### src/rtl/irq_arb_pkg.sv
package irq_arb_pkg;
  localparam int unsigned SPLIT_W     = 3;
  localparam int unsigned FIXED_SRCS  = 2;
  localparam int unsigned NMI_RANK    = 0;
  localparam int unsigned FAULT_RANK  = 1;
  localparam int unsigned LINE_OFFSET = 2;
endpackage

### src/rtl/irq_prio_regs.sv
module irq_prio_regs #(
  parameter int unsigned N_IRQ  = 16,
  parameter int unsigned PRIO_W = 4,
  localparam int unsigned IDX_W = (N_IRQ > 1) ? $clog2(N_IRQ) : 1
) (
  input  logic                          clk_i,
  input  logic                          rst_ni,
  input  logic                          we_i,
  input  logic [IDX_W-1:0]              idx_i,
  input  logic [PRIO_W-1:0]             val_i,
  output logic [N_IRQ-1:0][PRIO_W-1:0]  prio_o
);
  for (genvar k = 0; k < N_IRQ; k++) begin : g_reg
    always_ff @(posedge clk_i or negedge rst_ni) begin
      if (!rst_ni)                                prio_o[k] <= '0;
      else if (we_i && idx_i == IDX_W'(k))        prio_o[k] <= val_i;
    end
  end
endmodule

### src/rtl/irq_select.sv
module irq_select #(
  parameter int unsigned NSRC  = 18,
  parameter int unsigned KEY_W = 9,
  localparam int unsigned SRC_W = $clog2(NSRC)
) (
  input  logic [NSRC-1:0][KEY_W-1:0] keys_i,
  input  logic [NSRC-1:0]            valid_i,
  output logic                       win_vld_o,
  output logic [SRC_W-1:0]           win_src_o,
  output logic [KEY_W-1:0]           win_key_o
);
  // ascending scan, strict compare keeps the lowest index on ties
  always_comb begin
    win_vld_o = 1'b0;
    win_src_o = '0;
    win_key_o = '1;
    for (int i = 0; i < NSRC; i++) begin
      if (valid_i[i] && (!win_vld_o || keys_i[i] < win_key_o)) begin
        win_vld_o = 1'b1;
        win_src_o = SRC_W'(i);
        win_key_o = keys_i[i];
      end
    end
  end
endmodule

### src/rtl/irq_active_stack.sv
module irq_active_stack #(
  parameter int unsigned DEPTH = 4,
  parameter int unsigned EG_W  = 5,
  localparam int unsigned CNT_W = $clog2(DEPTH + 1)
) (
  input  logic             clk_i,
  input  logic             rst_ni,
  input  logic             push_i,
  input  logic [EG_W-1:0]  push_val_i,
  input  logic             pop_i,
  output logic             full_o,
  output logic [CNT_W-1:0] depth_o,
  output logic [EG_W-1:0]  top_o
);
  logic [DEPTH-1:0][EG_W-1:0] stk_q;
  logic [CNT_W-1:0]           cnt_q;
  logic                       do_pop;
  logic [CNT_W-1:0]           base;
  logic [CNT_W-1:0]           wr_idx;

  assign do_pop = pop_i && (cnt_q != '0);
  assign base   = do_pop ? cnt_q - CNT_W'(1) : cnt_q;
  assign wr_idx = base;
  assign full_o = (cnt_q == CNT_W'(DEPTH));
  assign depth_o = cnt_q;

  always_comb begin
    top_o = '1;
    for (int i = 0; i < DEPTH; i++)
      if (cnt_q == CNT_W'(i + 1)) top_o = stk_q[i];
  end

  always_ff @(posedge clk_i or negedge rst_ni) begin
    if (!rst_ni) begin
      cnt_q <= '0;
    end else if (push_i && (base != CNT_W'(DEPTH))) begin
      cnt_q <= base + CNT_W'(1);
    end else begin
      cnt_q <= base;
    end
  end

  for (genvar i = 0; i < DEPTH; i++) begin : g_slot
    always_ff @(posedge clk_i or negedge rst_ni) begin
      if (!rst_ni)                                  stk_q[i] <= '0;
      else if (push_i && wr_idx == CNT_W'(i))       stk_q[i] <= push_val_i;
    end
  end
endmodule

### src/rtl/irq_arbiter.sv
module irq_arbiter
  import irq_arb_pkg::*;
#(
  parameter int unsigned N_IRQ   = 16,
  parameter int unsigned PRIO_W  = 4,
  parameter int unsigned STACK_D = 4,
  localparam int unsigned NSRC   = N_IRQ + FIXED_SRCS,
  localparam int unsigned SRC_W  = $clog2(NSRC),
  localparam int unsigned IDX_W  = (N_IRQ > 1) ? $clog2(N_IRQ) : 1,
  localparam int unsigned EG_W   = PRIO_W + 1,
  localparam int unsigned KEY_W  = EG_W + PRIO_W,
  localparam int unsigned DEP_W  = $clog2(STACK_D + 1)
) (
  input  logic               clk_i,
  input  logic               rst_ni,
  input  logic [N_IRQ-1:0]   irq_req_i,
  input  logic               nmi_req_i,
  input  logic               fault_req_i,
  input  logic               prio_we_i,
  input  logic [IDX_W-1:0]   prio_idx_i,
  input  logic [PRIO_W-1:0]  prio_val_i,
  input  logic [SPLIT_W-1:0] split_i,
  input  logic               ret_i,
  output logic               entry_o,
  output logic [SRC_W-1:0]   entry_src_o,
  output logic [NSRC-1:0]    pending_o,
  output logic [DEP_W-1:0]   depth_o,
  output logic [EG_W-1:0]    exec_prio_o
);
  logic [N_IRQ-1:0][PRIO_W-1:0] prio;
  logic [NSRC-1:0][KEY_W-1:0]   keys;
  logic [NSRC-1:0]              pend_q;
  logic [NSRC-1:0]              req_vec;
  logic [NSRC-1:0]              clr_vec;
  logic [SPLIT_W-1:0]           split_eff;
  logic                         win_vld;
  logic [SRC_W-1:0]             win_src;
  logic [KEY_W-1:0]             win_key;
  logic [EG_W-1:0]              win_eg;
  logic [EG_W-1:0]              top_eg;
  logic                         stk_full;
  logic                         take;
  logic                         entry_q;
  logic [SRC_W-1:0]             src_q;

  irq_prio_regs #(.N_IRQ(N_IRQ), .PRIO_W(PRIO_W)) u_regs (
    .clk_i  (clk_i),
    .rst_ni (rst_ni),
    .we_i   (prio_we_i),
    .idx_i  (prio_idx_i),
    .val_i  (prio_val_i),
    .prio_o (prio)
  );

  assign split_eff = (int'(split_i) > int'(PRIO_W)) ? SPLIT_W'(PRIO_W) : split_i;

  assign keys[0] = {EG_W'(NMI_RANK), PRIO_W'(0)};
  assign keys[1] = {EG_W'(FAULT_RANK), PRIO_W'(0)};

  for (genvar k = 0; k < N_IRQ; k++) begin : g_key
    logic [PRIO_W-1:0] grp;
    logic [PRIO_W-1:0] sub_mask;
    assign grp      = prio[k] >> split_eff;
    assign sub_mask = ~({PRIO_W{1'b1}} << split_eff);
    assign keys[k + LINE_OFFSET] = {EG_W'(grp) + EG_W'(LINE_OFFSET), prio[k] & sub_mask};
  end

  irq_select #(.NSRC(NSRC), .KEY_W(KEY_W)) u_sel (
    .keys_i    (keys),
    .valid_i   (pend_q),
    .win_vld_o (win_vld),
    .win_src_o (win_src),
    .win_key_o (win_key)
  );

  assign win_eg = win_key[KEY_W-1 -: EG_W];
  assign take   = win_vld && (win_eg < top_eg) && !stk_full;

  irq_active_stack #(.DEPTH(STACK_D), .EG_W(EG_W)) u_stk (
    .clk_i      (clk_i),
    .rst_ni     (rst_ni),
    .push_i     (take),
    .push_val_i (win_eg),
    .pop_i      (ret_i),
    .full_o     (stk_full),
    .depth_o    (depth_o),
    .top_o      (top_eg)
  );

  assign req_vec = {irq_req_i, fault_req_i, nmi_req_i};

  always_comb begin
    clr_vec = '0;
    if (take) clr_vec[win_src] = 1'b1;
  end

  always_ff @(posedge clk_i or negedge rst_ni) begin
    if (!rst_ni) begin
      pend_q  <= '0;
      entry_q <= 1'b0;
      src_q   <= '0;
    end else begin
      pend_q  <= (pend_q & ~clr_vec) | req_vec;
      entry_q <= take;
      if (take) src_q <= win_src;
    end
  end

  assign entry_o     = entry_q;
  assign entry_src_o = src_q;
  assign pending_o   = pend_q;
  assign exec_prio_o = top_eg;
endmodule

### config.mk
export PLATFORM = sky130hd
export DESIGN_NAME = irq_arbiter
export DESIGN_NICKNAME = d
export VERILOG_FILES = /design/src/rtl/irq_arb_pkg.sv /design/src/rtl/irq_prio_regs.sv /design/src/rtl/irq_select.sv /design/src/rtl/irq_active_stack.sv /design/src/rtl/irq_arbiter.sv
export SDC_FILE = /design/constraint.sdc
export NUM_CORES = 1
export LEC_CHECK = 0
export ABC_CLOCK_PERIOD_IN_PS = 53000
export BUFFER_PORTS_ARGS = -buffer_cell sky130_fd_sc_hd__buf_4
export CAP_MARGIN = 20
export CORE_MARGIN = 4
export CORE_UTILIZATION = 25
export CTS_CLUSTER_SIZE = 8
export DETAILED_ROUTE_END_ITERATION = 6
export PLACE_DENSITY = 0.47
export SYNTH_ARGS = -nofsm -noshare
export SYNTH_HDL_FRONTEND = slang
export SYNTH_HIERARCHICAL = 1
export SYNTH_SLANG_ARGS = --single-unit
### constraint.sdc
create_clock -name clk_i -period 53 [get_ports clk_i]
set_clock_uncertainty 0.15 [all_clocks]
set_input_delay 0 -clock clk_i [delete_from_list [all_inputs] [get_ports clk_i]]
set_output_delay 0 -clock clk_i [all_outputs]
set_load 0.01 [all_outputs]
# After elaboration in Yosys (flattened, before gate mapping)
# Index checks and enable logic that the tools add are counted.
[word_totals] ff_bits=111 input_bits=33 elab_cells=266
[classes] bitwise=20 n_lt_le_gt_ge=21 eq_ne=23 n_reduce_logical=80 add_sub_neg=18 shift=17 n_mux=63
[ops] op="$mux 9" n=18
[ops] op="$lt 9x9->1" n=16
[ops] op="$add 4x2->5 const B" n=16
[ops] op="$and 4x4->4" n=16
[ops] op="$shr 4x3->4" n=16
[ops] op="$logic_and 1x1->1" n=42
[ops] op="$eq 4x4->1 const B" n=8
[ops] op="$mux 4" n=8
[ops] op="$mux 5" n=6
[ops] op="$mux 3" n=7
[ops] op="$mux 1" n=20
[ops] op="$and 18x18->18" n=1
[ops] op="$logic_not 1->1" n=18
[ops] op="$mux 18" n=1
[ops] op="$not 18->18" n=1
[ops] op="$or 18x18->18" n=1
[ops] op="$logic_or 1x1->1" n=17
[ops] op="$eq 4x3->1 const B" n=4
[ops] op="$eq 3x2->1 const B" n=4
[ops] op="$lt 5x9->1 const A" n=1
[ops] op="$eq 4x2->1 const B" n=2
[ops] op="$eq 3x1->1 const B" n=2
[ops] op="$lt 5x6->1 const B" n=1
[ops] op="$demux 1 s5" n=1
[ops] op="other kinds (14)" n=15

# Longest topological paths before layout
[logic_depth] word_depth=77 ltp_mapped=225

# Modules after synthesis
# The synthesis kept the hierarchy.
[by_module_without_submodules] mod="irq_select" area_per_inst_um2=6916.6 seq_area_each_um2=0.0 cells_each=1030 n_inst=1
[by_module_without_submodules] mod="irq_arbiter" area_per_inst_um2=3468.3 seq_area_each_um2=600.6 cells_each=455 n_inst=1
[by_module_without_submodules] mod="irq_prio_regs" area_per_inst_um2=2461.1 seq_area_each_um2=1601.5 cells_each=156 n_inst=1
[by_module_without_submodules] mod="irq_active_stack" area_per_inst_um2=1292.5 seq_area_each_um2=575.6 cells_each=115 n_inst=1

# Least setup slack after synthesis
# OpenSTA, ideal clock, no wires.
[synth_timing] path_kind="register -> register" startpoint="register pend_q[0], in the netlist pending_o[0]" endpoint="register u_stk/stk_q[1] in the netlist's numbering" path_buffers=22 arrival_time_ns=35.735 stages_incl_launch_ff=216 synth_period_minus_slack_ns=36.012 required_ns=52.722 slack_ns=16.988 setup_ns=0.128 path_cell_list="dfrtp_1 > clkbuf_1 > nor2b_1 > ha_1 > nand4_1 > or2_2 > a211o_1 > nand2_1 > nand2_1 > clkbuf_1 > o21ai_0 > inv_1 > ha_1 > or4_1 > a21oi_1 > o211a_1 > a21oi_1 > a211o_1 > [... 180 more ...] > a21oi_1 > nor2b_1 > o21ai_0 > nand2b_1 > nor3b_1 > a31oi_4 > buf_2 > a31oi_1 > ha_1 > a21oi_1 > o21ai_0 > a31oi_2 > buf_4 > buf_4 > inv_1 > a221o_1 > a21oi_4 > mux2_1"
[synth_between] elab_chain_len=73 elab_cells_between_ends=108 cone_classes="18 x order compare; 36 x mux; 54 x reduce/logical"
[synth_lines] element="start, declared" line="irq_arbiter.sv:32" text="logic [NSRC-1:0] pend_q;"
[synth_lines] element="start signal, assigned" line="irq_arbiter.sv:103" text="pend_q <= (pend_q & ~clr_vec) | req_vec;"
[synth_lines] element="$mux 9 or $mux 1 (tied branches)" line="irq_select.sv:18" text="if (valid_i[i] && (!win_vld_o || keys_i[i] < win_key_o)) begin"
[synth_lines] element="$lt 5x9->1 or $logic_not 1->1 (tied branches)" line="irq_select.sv:18"
[synth_lines] element="$logic_or 1x1->1" line="irq_select.sv:18"
[synth_lines] element="$logic_and 1x1->1" line="irq_select.sv:18"
[synth_lines] element="$mux 9 or $mux 1 (tied branches)" line="irq_select.sv:18"
[synth_lines] element="$lt 9x9->1 or $logic_not 1->1 (tied branches)" line="irq_select.sv:18"
[synth_lines] element="$logic_or 1x1->1" line="irq_select.sv:18"
[synth_lines] element="$logic_and 1x1->1" line="irq_select.sv:18"
[synth_lines] element="[... 58 more ...]"
[synth_lines] element="$logic_or 1x1->1" line="irq_select.sv:18"
[synth_lines] element="$logic_and 1x1->1" line="irq_select.sv:18"
[synth_lines] element="$mux 9 (*)" line="irq_select.sv:18"
[synth_lines] element="net win_key[6]" line="irq_arbiter.sv:38" text="logic [KEY_W-1:0] win_key;"
[synth_lines] element="$lt 5x5->1 (*)" line="irq_arbiter.sv:77" text="assign take = win_vld && (win_eg < top_eg) && !stk_full;"
[synth_lines] element="$logic_and 1x1->1 (*) (2 in series)" line="irq_arbiter.sv:77"
[synth_lines] element="net take" line="irq_arbiter.sv:42" text="logic take;"
[synth_lines] element="$logic_and 1x1->1 (*)" line="irq_active_stack.sv:46" text="else if (push_i && wr_idx == CNT_W'(i)) stk_q[i] <= push_val_i;"
[synth_lines] element="end signal, assigned by index" line="irq_active_stack.sv:46"
[synth_lines] element="end, declared" line="irq_active_stack.sv:15" text="logic [DEPTH-1:0][EG_W-1:0] stk_q;"
# The timed path passes the listed nets; every way through them passes the cells marked *.
# A chain may end at the register's enable or synchronous reset.

# Worst setup path after layout
[layout_timing] startpoint="register pend_q[0], in the netlist pending_o[0]" endpoint="register u_stk/stk_q[13] in the netlist's numbering"
[layout_between] elab_chain_len=73 elab_cells_between_ends=108 cone_classes="18 x order compare; 36 x mux; 54 x reduce/logical"
[layout_lines] element="$mux 9 or $mux 1 (tied branches)" line="irq_select.sv:18"
[layout_lines] element="$lt 5x9->1 or $logic_not 1->1 (tied branches)" line="irq_select.sv:18"
[layout_lines] element="$logic_or 1x1->1" line="irq_select.sv:18"
[layout_lines] element="$logic_and 1x1->1" line="irq_select.sv:18"
[layout_lines] element="$mux 9 or $mux 1 (tied branches)" line="irq_select.sv:18"
[layout_lines] element="$lt 9x9->1 or $logic_not 1->1 (tied branches)" line="irq_select.sv:18"
[layout_lines] element="$logic_or 1x1->1" line="irq_select.sv:18"
[layout_lines] element="$logic_and 1x1->1" line="irq_select.sv:18"
[layout_lines] element="[... 57 more ...]"
[layout_lines] element="$lt 9x9->1 or $logic_not 1->1 (tied branches)" line="irq_select.sv:18"
[layout_lines] element="$logic_or 1x1->1" line="irq_select.sv:18"
[layout_lines] element="$logic_and 1x1->1" line="irq_select.sv:18"
[layout_lines] element="$mux 9 (*)" line="irq_select.sv:18"
[layout_lines] element="net win_key[6]" line="irq_arbiter.sv:38"
[layout_lines] element="$lt 5x5->1 (*)" line="irq_arbiter.sv:77"
[layout_lines] element="$logic_and 1x1->1 (*) (2 in series)" line="irq_arbiter.sv:77"
[layout_lines] element="$logic_and 1x1->1 (*)" line="irq_active_stack.sv:46"
# Marked as above.

==> results.ini <==
[status]
status = complete, no violations

[setup_path]
worst_path_most_repeated_cell = a21oi_1
path_class = register to register
required_ns = 53.09
crit_path_max_fanout = 27
slowest_delay_ns = 0.82
cp.arrival_ns = 42.36
end_kind = register
worstSetupStartpointType = register
cp_slowest_cell = o21ai_1

[timing]
fin_crit_sh = 0.798
hold_violations = 0
fmax_mhz = 23.7
slew_violations = 0
rsz0062_at_grt = false
worstMarginPinSlew_ns = 1.06
relSlewSlack = 0.290
layout_min_cycle_time_ns = 42.27
setup_tns_ns = 0
finalSetupViolations = 0

[clock_tree]
htree_levels = 3
postCtsSetupBuffers = 0
clock_path_buffers = 2
cts_sinks = 111
cts_made_buffers = 9
cts_tree = yes
clk_pin_slew_worst_paths_ns = 0.07
clock_latency_ns = 0.36
root_buffer = clkbuf_16

[placement]
dp_hpwl_um = 36900
port_buffers = 64
dpl_cell_area_um2 = 15300
place_congestion = 0.851

[drt]
drtIter0Drc = 849
drt-total-wl_um = 46500
vias_per_cell = 5.02
num_vias = 12900
wire_per_inst_um = 18.0
antenna_left = 0
drcViolationCount = 0
firstDrtPassIters = 5

[final_layout]
drive_gt1_frac = 0.156
design_area_um2 = 16000
syn_to_final_growth_pct = 13.6
final_nets = 2006

[floorplan]
die_h_um = 245
initial_core_util = 0.254
pin_count = 65
rows = 86
core_um2 = 55400
die_area_um2 = 60200
chipWidth_um = 245

[global_route]
grt_max_degree = 77
grt_pass1_wl_um = 73100
track_usage = 0.151
grt.overflow.total = 0
antenna_found_initial = 1
first_global_vias = 12700

[synth]
synthCells = 1746
yosysWarnings = 6
netlist_area_um2 = 14100
avgSynthCellArea_um2 = 8.07

[flow_run]
maxCapViolations = 0

[min_path]
min_path_type = primary input to register

final timing paths:
kind	start	endpoint	slack, ns	cells after the start
worst max register to register	pending_o[0]$_DFF_PN0_	u_stk/stk_q[13]$_DFFE_PN0P_	10.73	193
worst max-delay path	pending_o[0]$_DFF_PN0_	u_stk/stk_q[13]$_DFFE_PN0P_	10.73	193
max in group asynchronous	rst_ni	u_regs/prio_o[17]$_DFFE_PN0P_	51.46	5
min in group asynchronous	rst_ni	entry_src_o[0]$_DFFE_PN0P_	0.42	3
worst min register to register	u_stk/stk_q[11]$_DFFE_PN0P_	u_stk/stk_q[11]$_DFFE_PN0P_	0.34	1
worst min-delay path	prio_idx_i[1]	u_regs/prio_o[33]$_DFFE_PN0P_	0.06	3
metal layers:
metal | vias to the layer above | global-route usage | wire (µm)
met5 | - | 0 | 0
met4 | 0 | 0.0329 | 918
met3 | 58 | 0.0226 | 2070
met2 | 291 | 0.242 | 20600
met1 | 6160 | 0.217 | 22900
li1 | 6438 | - | -
critical path: cells and delay by family, from the launching register on:
kind / cells / cell delay, ns
AO/OA/AOI/OAI: 87 / 21.87
adder cells (fa/ha/maj): 19 / 5.39
flip-flops: 1 / 0.71
multiplexers: 4 / 1.55
buffers and inverters: 13 / 1.28
AND/OR/NAND/NOR: 70 / 11.11
layout by cell type, fill, tap and decap left out, types with 10 or more instances in the layout:
cell type,n
nand2b_1,30
mux2i_1,29
and2_1,52
o21a_1,10
buf_4,74
or3_1,10
a21o_1,24
conb_1,33
nor3_1,12
ha_1,148
nor4_1,13
inv_1,133
mux2_1,16
nand3_1,33
nand2_2,11
o21ai_0,72
a21oi_1,131
o211ai_1,11
a211oi_1,40
and3_1,18
nor2b_1,79
nand4_1,12
xnor2_2,10
or2_1,23
nand2_1,156
mux2_2,84
a21oi_2,16
and4_1,26
or2_2,20
a31oi_1,25
dlygate4sd3_1,25
dfrtp_1,111
nor2_1,136
a211o_1,10
o21ai_1,12
through the flow:
step / util / hold slack [ns] / worst slack [ns] / std cells
final: 0.289 / 0.0577 / 10.73 / 2579
after global routing: 0.289 / 0.0610 / 6.58 / 2578
after CTS: 0.288 / 0.0419 / 11.07 / 2577
after detailed placement: 0.277 / -0.161 / 11.25 / 2535
after global placement: 0.277 / -0.162 / 12.16 / 2535
after floorplan: - / -0.446 / 17.07 / 1777
flip-flops by register name, summed over array words and instances (netlist names):
signal	count
entry_o	1
entry_src_o	5
pending_o	18
u_regs/prio_o	64
u_stk/depth_o	3
u_stk/stk_q	20
repair_timing:
| item | CTS | global route |
|---|---|---|
| endpoints found under the hold margin | 118 | 0 |
| gates resized for setup | 0 | 0 |
| hold buffers | 26 | 0 |
| endpoints found under the setup margin | 0 | 0 |
layout make-up:
type	instances	area (µm²)
well taps	748	936
repair buffers	101	853
clock inverters	6	115
diodes	1	2.50
flip-flops and latches	111	2780
inverters	134	503
clock buffers	10	239
fillers	5933	39400
multi-input cells	1468	10600
Power is left out: the tool's default activity adds up to more than one toggle a clock period on the data nets, which glitch-free logic cannot reach.
